File: src/rtl/irq_target_pkg.sv
package irq_target_pkg;
    localparam int unsigned NUM_AGENTS = 8;
    localparam int unsigned ID_W       = 8;
    localparam int unsigned MODEL_W    = 4;
    localparam int unsigned SRC_W      = $clog2(NUM_AGENTS);

    typedef enum logic [1:0] {
        SH_FIELD    = 2'd0,
        SH_SELF     = 2'd1,
        SH_ALL      = 2'd2,
        SH_OTHERS   = 2'd3
    } shorthand_e;

    localparam logic [MODEL_W-1:0] MODEL_FLAT    = {MODEL_W{1'b1}};
    localparam logic [MODEL_W-1:0] MODEL_CLUSTER = {MODEL_W{1'b0}};
    localparam logic [ID_W-1:0]    PHYS_BCAST    = {ID_W{1'b1}};

    typedef struct packed {
        logic                  valid;
        logic [NUM_AGENTS-1:0] mask;
        logic [SRC_W-1:0]      src;
    } result_t;
endpackage

File: src/rtl/irq_addr_match.sv
module irq_addr_match
    import irq_target_pkg::*;
#(
    parameter int unsigned N = NUM_AGENTS
) (
    input  logic [ID_W-1:0]      dest,
    input  logic                 logical,
    input  logic [N*ID_W-1:0]    phys_id,
    input  logic [N*ID_W-1:0]    log_dest,
    input  logic [N*MODEL_W-1:0] model,
    output logic [N-1:0]         hit
);
    localparam int unsigned NIB = ID_W / 2;

    for (genvar g = 0; g < N; g++) begin : g_agent
        logic [ID_W-1:0]    pid;
        logic [ID_W-1:0]    lad;
        logic [MODEL_W-1:0] mdl;
        logic               flat_hit;
        logic               clus_hit;
        logic               phys_hit;

        assign pid = phys_id[g*ID_W +: ID_W];
        assign lad = log_dest[g*ID_W +: ID_W];
        assign mdl = model[g*MODEL_W +: MODEL_W];

        always_comb begin
            flat_hit = (mdl == MODEL_FLAT) && ((dest & lad) != '0);
            clus_hit = (mdl == MODEL_CLUSTER)
                     && (dest[ID_W-1:NIB] == lad[ID_W-1:NIB])
                     && ((dest[NIB-1:0] & lad[NIB-1:0]) != '0);
            phys_hit = (dest == PHYS_BCAST) || (dest == pid);
            hit[g]   = logical ? (flat_hit || clus_hit) : phys_hit;
        end
    end
endmodule

File: src/rtl/irq_lowest_pick.sv
module irq_lowest_pick #(
    parameter int unsigned N = 8
) (
    input  logic [N-1:0] in_mask,
    output logic [N-1:0] out_mask
);
    logic [N:0] seen;
    assign seen[0] = 1'b0;
    for (genvar g = 0; g < N; g++) begin : g_bit
        assign out_mask[g] = in_mask[g] & ~seen[g];
        assign seen[g+1]   = seen[g] | in_mask[g];
    end
endmodule

File: src/rtl/irq_target_resolver.sv
module irq_target_resolver
    import irq_target_pkg::*;
(
    input  logic                            clk,
    input  logic                            rst_n,
    input  logic                            req_valid,
    input  logic [ID_W-1:0]                 req_dest,
    input  logic                            req_logical,
    input  logic [1:0]                      req_short,
    input  logic                            req_lowest,
    input  logic [SRC_W-1:0]                req_src,
    input  logic [NUM_AGENTS-1:0]           agent_present,
    input  logic [NUM_AGENTS*ID_W-1:0]      agent_phys_id,
    input  logic [NUM_AGENTS*ID_W-1:0]      agent_log_dest,
    input  logic [NUM_AGENTS*MODEL_W-1:0]   agent_model,
    output logic                            res_valid,
    output logic [NUM_AGENTS-1:0]           res_mask,
    output logic [SRC_W-1:0]                res_src
);
    logic [NUM_AGENTS-1:0] addr_hit;
    logic [NUM_AGENTS-1:0] self_bit;
    logic [NUM_AGENTS-1:0] raw_mask;
    logic [NUM_AGENTS-1:0] gated_mask;
    logic [NUM_AGENTS-1:0] low_mask;
    result_t               res_d, res_q;

    irq_addr_match #(.N(NUM_AGENTS)) i_match (
        .dest     (req_dest),
        .logical  (req_logical),
        .phys_id  (agent_phys_id),
        .log_dest (agent_log_dest),
        .model    (agent_model),
        .hit      (addr_hit)
    );

    always_comb begin
        self_bit = '0;
        self_bit[req_src] = 1'b1;
        unique case (shorthand_e'(req_short))
            SH_FIELD:  raw_mask = addr_hit;
            SH_SELF:   raw_mask = self_bit;
            SH_ALL:    raw_mask = '1;
            SH_OTHERS: raw_mask = ~self_bit;
            default:   raw_mask = '0;
        endcase
        gated_mask = raw_mask & agent_present;
    end

    irq_lowest_pick #(.N(NUM_AGENTS)) i_pick (
        .in_mask  (gated_mask),
        .out_mask (low_mask)
    );

    always_comb begin
        res_d       = res_q;
        res_d.valid = req_valid;
        if (req_valid) begin
            res_d.mask = req_lowest ? low_mask : gated_mask;
            res_d.src  = req_src;
        end
    end

    always_ff @(posedge clk) begin
        if (!rst_n) res_q <= '0;
        else        res_q <= res_d;
    end

    assign res_valid = res_q.valid;
    assign res_mask  = res_q.mask;
    assign res_src   = res_q.src;
endmodule

File: config.mk
export PLATFORM = sky130hd
export DESIGN_NAME = irq_target_resolver
export DESIGN_NICKNAME = d
export VERILOG_FILES = /design/src/rtl/irq_target_pkg.sv /design/src/rtl/irq_addr_match.sv /design/src/rtl/irq_lowest_pick.sv /design/src/rtl/irq_target_resolver.sv
export SDC_FILE = /design/constraint.sdc
export NUM_CORES = 1
export LEC_CHECK = 0
export BUFFER_PORTS_ARGS = -buffer_cell sky130_fd_sc_hd__clkbuf_2
export CORE_UTILIZATION = 44
export CTS_CLUSTER_DIAMETER = 60
export DETAILED_ROUTE_END_ITERATION = 6
export HOLD_SLACK_MARGIN = 0.02
export PLACE_DENSITY_LB_ADDON = 0.3
export SLEW_MARGIN = 20
export SYNTH_ARGS = -nofsm -noshare
export SYNTH_HDL_FRONTEND = slang
export SYNTH_SLANG_ARGS = --single-unit
export TNS_END_PERCENT = 20
File: constraint.sdc
create_clock -name clk -period 4.2 [get_ports clk]
set_input_delay 0.21 -clock clk [delete_from_list [all_inputs] [get_ports clk]]
set_output_delay 0.21 -clock clk [all_outputs]
set_load 0.005 [all_outputs]
# [After elaboration in Yosys (flattened, before gate mapping)]
# Cells that the tools add are included.
[totals] in_bits=186 register_bits=12 word_cells=149 output_inout_bits=12
[classes] eq_ne=28 n_reduce_logical=66 muxes=12 n_bitwise=38 n_lt_le_gt_ge=2
[op_table] operator="$and A8 B8 Y8" count=9
[op_table] operator="$eq A8 B8 Y1" count=8
[op_table] operator="$reduce_bool A8 Y1" count=8
[op_table] operator="$and A4 B4 Y4" count=8
[op_table] operator="$eq A4 B4 Y1" count=8
[op_table] operator="$eq A4 B4 Y1 const B" count=8
[op_table] operator="$logic_not A4 Y1" count=8
[op_table] operator="$pmux W8 S4" count=1
[op_table] operator="$reduce_bool A4 Y1" count=8
[op_table] operator="$logic_and A1 B1 Y1" count=25
[op_table] operator="$logic_or A1 B1 Y1" count=16
[op_table] operator="$mux W1" count=9
[op_table] operator="$eq A8 B8 Y1 const B" count=1
[op_table] operator="$mux W8" count=1
[op_table] operator="$not A8 Y8" count=1
[op_table] operator="$and A1 B1 Y1" count=7
[op_table] operator="$not A1 Y1" count=7
[op_table] operator="$or A1 B1 Y1" count=6
[op_table] operator="$eq A2 B2 Y1 const B" count=2
[op_table] operator="$lt A3 B4 Y1 const B" count=1
[op_table] operator="$demux W1 S3" count=1
[op_table] operator="$ge A3 B1 Y1 const B" count=1
[op_table] operator="$eq A2 B1 Y1 const B" count=1
[op_table] operator="$logic_not A2 Y1" count=1

# [Longest topological paths before layout]
# Gate-level depths: netlist of run 1.
[logic_depth] ltp_word=16 mapped_depth=9 mapped_depth_nobuf=8

# [Hierarchy]
# From an unflattened synthesis of run 1, not the netlist that was laid out.
[hier_totals] hier_cells=318 area_unflattened_um2=2637.5
[modules_own_cells] module="irq_addr_match" area_per_inst_um2=1749.2 cells_per_inst=216 n_inst=1 seq_area_each_um2=0.0
[modules_own_cells] module="irq_target_resolver" area_per_inst_um2=804.5 cells_per_inst=91 n_inst=1 seq_area_each_um2=240.2
[modules_own_cells] module="irq_lowest_pick" area_per_inst_um2=83.8 cells_per_inst=11 n_inst=1 seq_area_each_um2=0.0

# [Worst setup path after synthesis of run 1]
# Ideal clock, no wire load.
[synth_path] path_type="input to register" from="input port req_dest[4]" to="register res_q (netlist bit res_mask[7])" required_ns=4.083 stages=8 setup_ns=0.117 arrival_time_ns=2.041 slack_ns=2.042 path_buffers=0 cell_sequence="ha_1 or4_1 a211oi_1 a211oi_1 a2111oi_4 nor4_2 a41o_1 a22o_1"
[synth_via] elab_chain_len=16 word_cells_on_any_way=92 cone_classes="eq/ne (17); mux (10); bitwise (17); reduce/logical (48)"
[synth_lines] element="start: declaration" line_no="irq_target_resolver.sv:7" source="input logic [ID_W-1:0] req_dest,"
[synth_lines] element="$and A8 B8 Y8 or $eq A4 B4 Y1 (tied branches)" line_no="irq_addr_match.sv:28, irq_addr_match.sv:30"
[synth_lines] element="$reduce_bool A8 Y1 or $logic_and A1 B1 Y1 (tied branches)" line_no="irq_addr_match.sv:28, irq_addr_match.sv:30"
[synth_lines] element="$logic_and A1 B1 Y1, on equally long branches" line_no="irq_addr_match.sv:28, irq_addr_match.sv:31"
[synth_lines] element="$logic_or A1 B1 Y1" line_no="irq_addr_match.sv:33" source="hit[g] = logical ? (flat_hit || clus_hit) : phys_hit;"
[synth_lines] element="$mux W1" line_no="irq_addr_match.sv:33"
[synth_lines] element="$pmux W8 S4 *" line_no="irq_target_resolver.sv:39" source="unique case (shorthand_e'(req_short))"
[synth_lines] element="$and A8 B8 Y8 *" line_no="irq_target_resolver.sv:46" source="gated_mask = raw_mask & agent_present;"
[synth_lines] element="$or A1 B1 Y1 (6 in a row)" line_no="irq_lowest_pick.sv:11" source="assign seen[g+1] = seen[g] | in_mask[g];"
[synth_lines] element="$not A1 Y1" line_no="irq_lowest_pick.sv:10" source="assign out_mask[g] = in_mask[g] & ~seen[g];"
[synth_lines] element="$and A1 B1 Y1" line_no="irq_lowest_pick.sv:10"
[synth_lines] element="$mux W8 *" line_no="irq_target_resolver.sv:58" source="res_d.mask = req_lowest ? low_mask : gated_mask;"
[synth_lines] element="end signal: assignment" line_no="irq_target_resolver.sv:65" source="else res_q <= res_d;"
[synth_lines] element="end: declaration" line_no="irq_target_resolver.sv:25" source="result_t res_d, res_q;"
# Mark *: on every way between the ends. The rest lies on a longest branch, timed or not.
# A chain may end at the register's enable or synchronous reset.

# [Worst setup path after layout of run 1]
# Ends and elaborated chain as after synthesis.

==> results of run 1 <==
==> Yosys cell counts, drive strengths merged (2+ instances only) <==
master | instances | area share [%]
a41o | 3 | 1.2
o21ai | 5 | 1.1
o221ai | 2 | 0.68
clkbuf | 3 | 0.44
inv | 7 | 1.0
o22ai | 2 | 0.49
nand3 | 6 | 1.2
nor4 | 26 | 6.6
nor2 | 8 | 1.2
mux2i | 4 | 1.6
or4 | 8 | 2.3
ha | 32 | 16
a211oi | 9 | 2.6
nand3b | 3 | 0.87
and3 | 2 | 0.49
a22oi | 10 | 2.9
nand4 | 10 | 2.4
nor2b | 5 | 1.2
a22o | 4 | 1.4
buf | 16 | 5.5
a221oi | 3 | 1.3
dfxtp | 12 | 9.3
and2 | 3 | 0.73
nor3 | 2 | 0.39
a2111oi | 3 | 2.7
xor2 | 48 | 16
a21boi | 4 | 1.2
o211ai | 2 | 0.78
a21oi | 5 | 0.97
and4 | 5 | 1.7
xnor2 | 23 | 7.8
nor3b | 2 | 0.58
nand2 | 13 | 1.9
o2111ai | 3 | 1.0
==> metal layers <==
metal | track usage, % | share of wire, % | vias up
met5 | 0 | 0 | -
met4 | 10.00 | 2.2 | 0
met3 | 4.070 | 5.4 | 22
met2 | 55.13 | 52 | 149
met1 | 32.62 | 40 | 1425
li1 | - | - | 1528
==> worst reg2reg max path, cell delays in order (launching register included) <==
cell and delay [ns]:
dfxtp_1 0.32, mux2_1 0.27, and3_1 0.18
==> kinds of logic (layout without fill, tap and decap cells) <==
kind of cell    after synthesis  count (layout)
flops                        12              12
compound gates               61              61
buf+inv                      26             208
xor+xnor                     71              71
mux                           5               5
simple gates                 94              94
fa+ha+maj                    32              32
==> placed cells by master, fill, tap and decap left out, types with 9 or more instances in the layout <==
cell type    n
clkbuf_2   197
xor2_1      48
ha_1        32
nor4_1      25
xnor2_1     23
nand2_1     13
dfxtp_1     12
a22oi_1     10
nand4_1     10
a211oi_1     9
==> registers in the layout, summed over array words and instances, names as in the netlist <==
register and flops:
res_valid 1, res_mask 8, res_src 3
==> power groups by stage <==
stage	sequential, uW	combinational, uW	clock, uW
after detailed placement	125	295	0
after global routing	123	330	134
after CTS	123	297	127
after global placement	125	287	0
final	123	296	126
after floorplan	125	163	0
==> stage by stage <==
stage | total power (uW) | instances
floorplan | 288.5 | 301
global route | 586.7 | 555
detailed placement | 420.4 | 551
global placement | 412.2 | 551
CTS | 547.0 | 555
finish | 544.5 | 555
==> final cells by class <==
cell class | count | share of cell area (%)
flip-flops and latches | 12 | 6.758
well taps | 72 | 2.534
multi-input cells | 263 | 60.68
clock buffers | 4 | 1.549
repair buffers | 197 | 27.74
inverters | 7 | 0.7392
==> worst max path at each step <==
stage / cells past startpoint / slack (ns) / to
6_report: 9 / 1.66 / res_mask[7]$_SDFFE_PN0P_
5_1_grt: 9 / 1.49 / res_mask[7]$_SDFFE_PN0P_
4_1_cts: 9 / 1.65 / res_mask[7]$_SDFFE_PN0P_
3_5_place_dp: 9 / 1.38 / res_mask[7]$_SDFFE_PN0P_
3_3_place_gp: 9 / 1.46 / res_mask[7]$_SDFFE_PN0P_
2_1_floorplan: 8 / 2.04 / res_mask[7]$_SDFFE_PN0P_
==> impl_results.md, run 1 <==
- Final hold violations: 0
- Largest family of logic cells by synthesized area: XOR/XNOR gates
- Adder-cell share of the synthesized area: 15.53%
- Height of the die: 78.54 um
- Mux contribution to synthesized area: 1.990%
- Hold EP: res_mask[5]$_SDFFE_PN0P_
- Total Nets Final: 702
- Core area: 5574 um^2
- Clock Path Buffers: 2
- GPL Wtd Cong: 0.9125
- Clock buffer count from CTS: 3
- R2R setup slack: 3.33 ns
- Asr flop ratio synth: 0%
- Avg Vias per Cell: 5.629
- Crit. End Element: flop
- Seq/Total Area, Yosys: 9.320%
- Reg2Reg Depth: 2
- Post-Synth XOR/XNOR Area: 24.13%
- Total die area: 6168 um^2
- CP required: 4.33 ns
- Vias in the first global route: 3220
- Vias: 3124
- Clk Latency, worst-skew pair: 0.24 ns
- CTS clk-pin slew, worst paths: 0.05 ns
- CP Class: in -> reg
- Site row count: 27
- R2r startpoint: res_mask[3]$_SDFFE_PN0P_
- Final wirelength: 8971 um
- Mapped cell area: 2577 um^2
- DP Area: 3500 um^2
- Critical Path Start Type: input port
- Fillers: 534
- # IOs: 198
- Final core utilization: 63.77%
- HPWL Detailed: 7632 um
- Slew Limit Fails: 0
- Gate Count Post-Synth: 301
- Hold path start: agent_present[5]
- Root buffer cell: clkbuf_8
- Synth-to-layout area growth: 37.91%
- Main synth FF type: dfxtp_1
- Worst Skew: 0 ns
- EDFF count, synth: 0
- Reg2reg end: res_mask[3]$_SDFFE_PN0P_
- CTS tree: built
- Compound-Gate Fraction of Synth Area: 20.29%
- Slowest Stage Delay on Critical Path: 0.49 ns
- Setup bufs post-CTS: 0
- Initial core utilization: 46.24%
- Slew @ Worst Pin: 0.5525 ns
- Cell mode on critical path: a211oi_1
- Layout cell share with drive strength beyond 1: 43.06%
- Initial drt markers: 96
- YS warnings: 0
- # DRC: 0
- RSZ-0062 raised after global routing: no
- CP cell instances: clkbuf_2 > ha_1 > or4_1 > a211oi_1 > a211oi_1 > a2111oi_4 > nor4_2 > a41o_1 > a22o_1
- Final worst setup slack: 1.656 ns
- # H-tree levels: 1
- Post-route cell area: 3555 um^2
- # clock sinks: 12
- CTS resizes: 0
- Seq pwr share: 22.5%
- CP max FO: 17
- Synth Area in Simple Gates: 21.75%
- N_diodes: 0
- Drt wl/cell: 16.16 um
- Routed Antenna Nets: 0
- Syn_nets: 519
- Global Route Usage Sum: 29.09%
- Max Fclk: 393.0 MHz
- Slowest CP cell: or4_1
- Largest net degree at the start of global routing: 18
- Global-route wire length before repair: 14190 um
- Pint: 349.0 uW
- Final setup fails: 0
- Drt pass-1 iters: 4
- Clock Power Share: 23.1%
- Outcome: finished clean
- Combinational Power Share: 54.3%
- Final min period: 2.544 ns
- Area taken by flip-flops and latches: 240.2 um^2
- Initial antenna violation count: 0
- Leak: 0.001767 uW
- VDD IR max: 147.2 uV
- Fin Setup TNS: 0 ns
- Yosys cell types: 51
- Port Buffer Count: 197
- Multi-input gate area: 2157 um^2
- Max-cap viol count: 0
- Post-synthesis register bit count: 12
- Worst Setup SP: req_dest[4]
- Worst hold path class: in -> reg
- Hold WS: 0.2728 ns
- Switch share: 35.90%
- Sw power: 195.5 uW
- Grt total ovfl: 0
- Syn_area_per_cell: 8.563 um^2
- Final period utilization: 60.58%
- PD cells: 153.2 nW/um^2
- Crit-path leading delay family: compound AO/OA/AOI/OAI gates
- Worst hold path cell count: 3
- Die width: 78.54 um
- Slew HR: 63.17%
- Hold-fix buffers, CTS: 0
- Crit path DAT: 2.68 ns
- Worst slack at placement: 1.385 ns
- Buffers & Inverters on Critical Path: 1
(Power assumes the default switching activity.)
==> inputs of run 2 (changes only) <==
--- a/config.mk
+++ b/config.mk
@@ -6,7 +6,7 @@
 export NUM_CORES = 1
 export LEC_CHECK = 0
 export BUFFER_PORTS_ARGS = -buffer_cell sky130_fd_sc_hd__clkbuf_2
-export CORE_UTILIZATION = 44
+export CORE_UTILIZATION = 37
 export CTS_CLUSTER_DIAMETER = 60
 export DETAILED_ROUTE_END_ITERATION = 6
 export HOLD_SLACK_MARGIN = 0.02
==> constraint.sdc (replaced) <==
create_clock -name clk -period 2.1 [get_ports clk]
set_input_delay 0.105 -clock clk [delete_from_list [all_inputs] [get_ports clk]]
set_output_delay 0.105 -clock clk [all_outputs]
set_load 0.005 [all_outputs]
==> run 2 against run 1 <==
Against the previous run:
- global-route usage is 3.2 points lower
- core utilization is 4.6 points lower
- register-to-register slack worse by 2.1 ns
- clock power is 98% higher
- critical path depth stayed put
- via count is 5.2% higher
- power is 120% higher
- cell count is 7.7% higher
- worst setup slack worse by 1.6 ns
- largest cell class unchanged
==> impl_results.md, run 2 (same netlist as run 1, synthesis figures left out) <==
- Total die area: 7304 um^2 (+18%)
- Post-route cell area: 3999 um^2 (+12%)
- Avg Vias per Cell: 5.497 (-2.3%)
- # H-tree levels: 1 (unchanged)
- Initial drt markers: 97 (+1.0%)
- Max Fclk: 484.4 MHz
- Crit path DAT: 2.20 ns (-0.48 ns)
- PD cells: 299.7 nW/um^2 (+96%)
- Leak: 0.001961 uW (+11%)
- Worst hold path class: in -> reg
- R2r startpoint: res_mask[3]$_SDFFE_PN0P_
- Final min period: 2.064 ns
- Final wirelength: 9986 um (+11%)
- Max-cap viol count: 0 (unchanged)
- Clock Path Buffers: 2 (unchanged)
- Worst Skew: 0 ns (unchanged)
- Routed Antenna Nets: 0 (unchanged)
- Total Nets Final: 737 (+5.0%)
- Number of flip-flops in the largest register: 8 (unchanged)
- Initial antenna violation count: 0 (unchanged)
- Slew @ Worst Pin: 0.4150 ns (-0.1375 ns)
- Port Buffer Count: 197 (unchanged)
- Hold-fix buffers, CTS: 0 (unchanged)
- Outcome: finished clean
- CP max FO: 6 (-11)
- Grt total ovfl: 0 (unchanged)
- Vias in the first global route: 3303 (+2.6%)
- Synth-to-layout area growth: 55.15%
- Drt pass-1 iters: 5 (+1)
- Global-route wire length before repair: 15150 um (+6.7%)
- RSZ-0062 raised after global routing: yes
- Final period utilization: 98.31%
- Post-Layout Cell Count: 598 (+7.7%)
- Height of the die: 85.47 um (+8.8%)
- Slew HR: 72.08% (+8.9 points)
- Vias: 3287 (+5.2%)
- Power, Total: 1199 uW (+120%)
- Critical Path Start Type: input port
- # clock sinks: 12 (unchanged)
- GPL Wtd Cong: 0.9095 (-0.33%)
- Clk Latency, worst-skew pair: 0.24 ns (about the same)
- # IOs: 198 (unchanged)
- Commonest non-fill, non-tap cell in the layout: clkbuf_2
- Core area: 6756 um^2 (+21%)
- # DRC: 0 (unchanged)
- CTS tree: built
- DP Area: 3770 um^2 (+7.7%)
- Hold path start: rst_n
- Worst Setup SP: req_dest[4]
- Layout cell share with drive strength beyond 1: 50.58% (+7.5 points)
- Commonest cells after routing, fill and taps aside: clkbuf_2, xor2_1, buf_4
- VDD IR max: 162.5 uV (+10%)
- Final core utilization: 59.19% (-4.6 points)
- Placed cell count: 592 (+7.4%)
- Global Route Usage Sum: 25.87% (-3.2 points)
- Crit. End Element: flop
- Drt wl/cell: 16.70 um (+3.3%)
- Slew Limit Fails: 0 (unchanged)
- CP required: 2.23 ns (-2.10 ns)
- Site row count: 30 (+11%)
- Final hold violations: 0 (unchanged)
- Initial core utilization: 38.15% (-8.1 points)
- HPWL Detailed: 8604 um (+13%)
- N_diodes: 0 (unchanged)
- Root buffer cell: clkbuf_8
- CP Class: in -> reg
- Final setup fails: 0 (unchanged)
- Largest net degree at the start of global routing: 14 (-4)
- CTS clk-pin slew, worst paths: 0.05 ns (about the same)
- Die width: 85.47 um (+8.8%)
- Clock buffer count from CTS: 3 (unchanged)
[run 2: cell types whose count changed in the layout (fill, tap and decap cells not counted), moves of 2 or more]
cell / delta
o2111ai_2: +2
or4_1: -3
buf_6: +2
ha_4: +4
nor4_2: +2
a211oi_1: -6
clkbuf_2: -3
nor4_1: -2
a211oi_2: +5
o2111ai_1: -2
or4_4: +3
buf_4: +34
ha_1: -4
[run 2: worst paths after layout]
| check | slack [ns] | cells after the start | to |
|---|---|---|---|
| worst max-delay path | 0.04 | 9 | res_mask[7]$_SDFFE_PN0P_ |
| worst min-delay path | 0.21 | 3 | res_mask[6]$_SDFFE_PN0P_ |
| worst max register to register | 1.24 | 2 | res_mask[3]$_SDFFE_PN0P_ |
| worst min register to register | 0.45 | 2 | res_mask[4]$_SDFFE_PN0P_ |
[run 2: per-layer routing]
layer / vias up / global-route usage [%] / wire length (um) / share of wire [%]
li1: 1591 / - / - / -
met1: 1536 / 30.46 / 3946 / 40
met2: 148 / 49.02 / 5231 / 52
met3: 12 / 3.113 / 663 / 6.6
met4: 0 / 6.818 / 144 / 1.4
met5: - / 0 / 0 / 0
[run 2: critical path, cell delays in order]
cell and delay [ns]:
buf_4 0.15, ha_1 0.30, or4_4 0.53, a211oi_4 0.17
a211oi_2 0.09, a2111oi_4 0.34, nor4_2 0.10, a41o_1 0.22
a22o_1 0.18
[run 2: per-stage QoR]
| stage | hold slack (ns) | setup slack, ns | setup TNS, ns |
|---|---|---|---|
| 3_3_place_gp | 0.4371 | -0.2030 | -0.9006 |
| 4_1_cts | 0.1942 | 0.005033 | 0 |
| 2_1_floorplan | 0.2196 | 0.04720 | 0 |
| 6_report | 0.2056 | 0.03558 | 0 |
| 5_1_grt | 0.2407 | -0.04567 | -0.1046 |
| 3_5_place_dp | 0.4409 | -0.2596 | -1.452 |
[run 2: repair_timing]
item                                    4_1_cts  5_1_grt
setup buffers                                 0        2
endpoints found under the hold margin         0        0
gates resized for setup                       2       29
endpoints found under the setup margin        1        7
pin swaps                                     0       13
[run 2: layout make-up]
class	instances	area, um^2
fillers	614	2758
multi-input cells	263	2301
repair buffers	232	1276
flip-flops and latches	12	240.2
well taps	80	100.1
clock buffers	4	55.05
inverters	7	26.28
[run 2: where the power goes]
group          internal, uW  total (uW)  switching, uW
clock network           166         249           83.6
logic                   365         704            339
registers               240         246           6.17
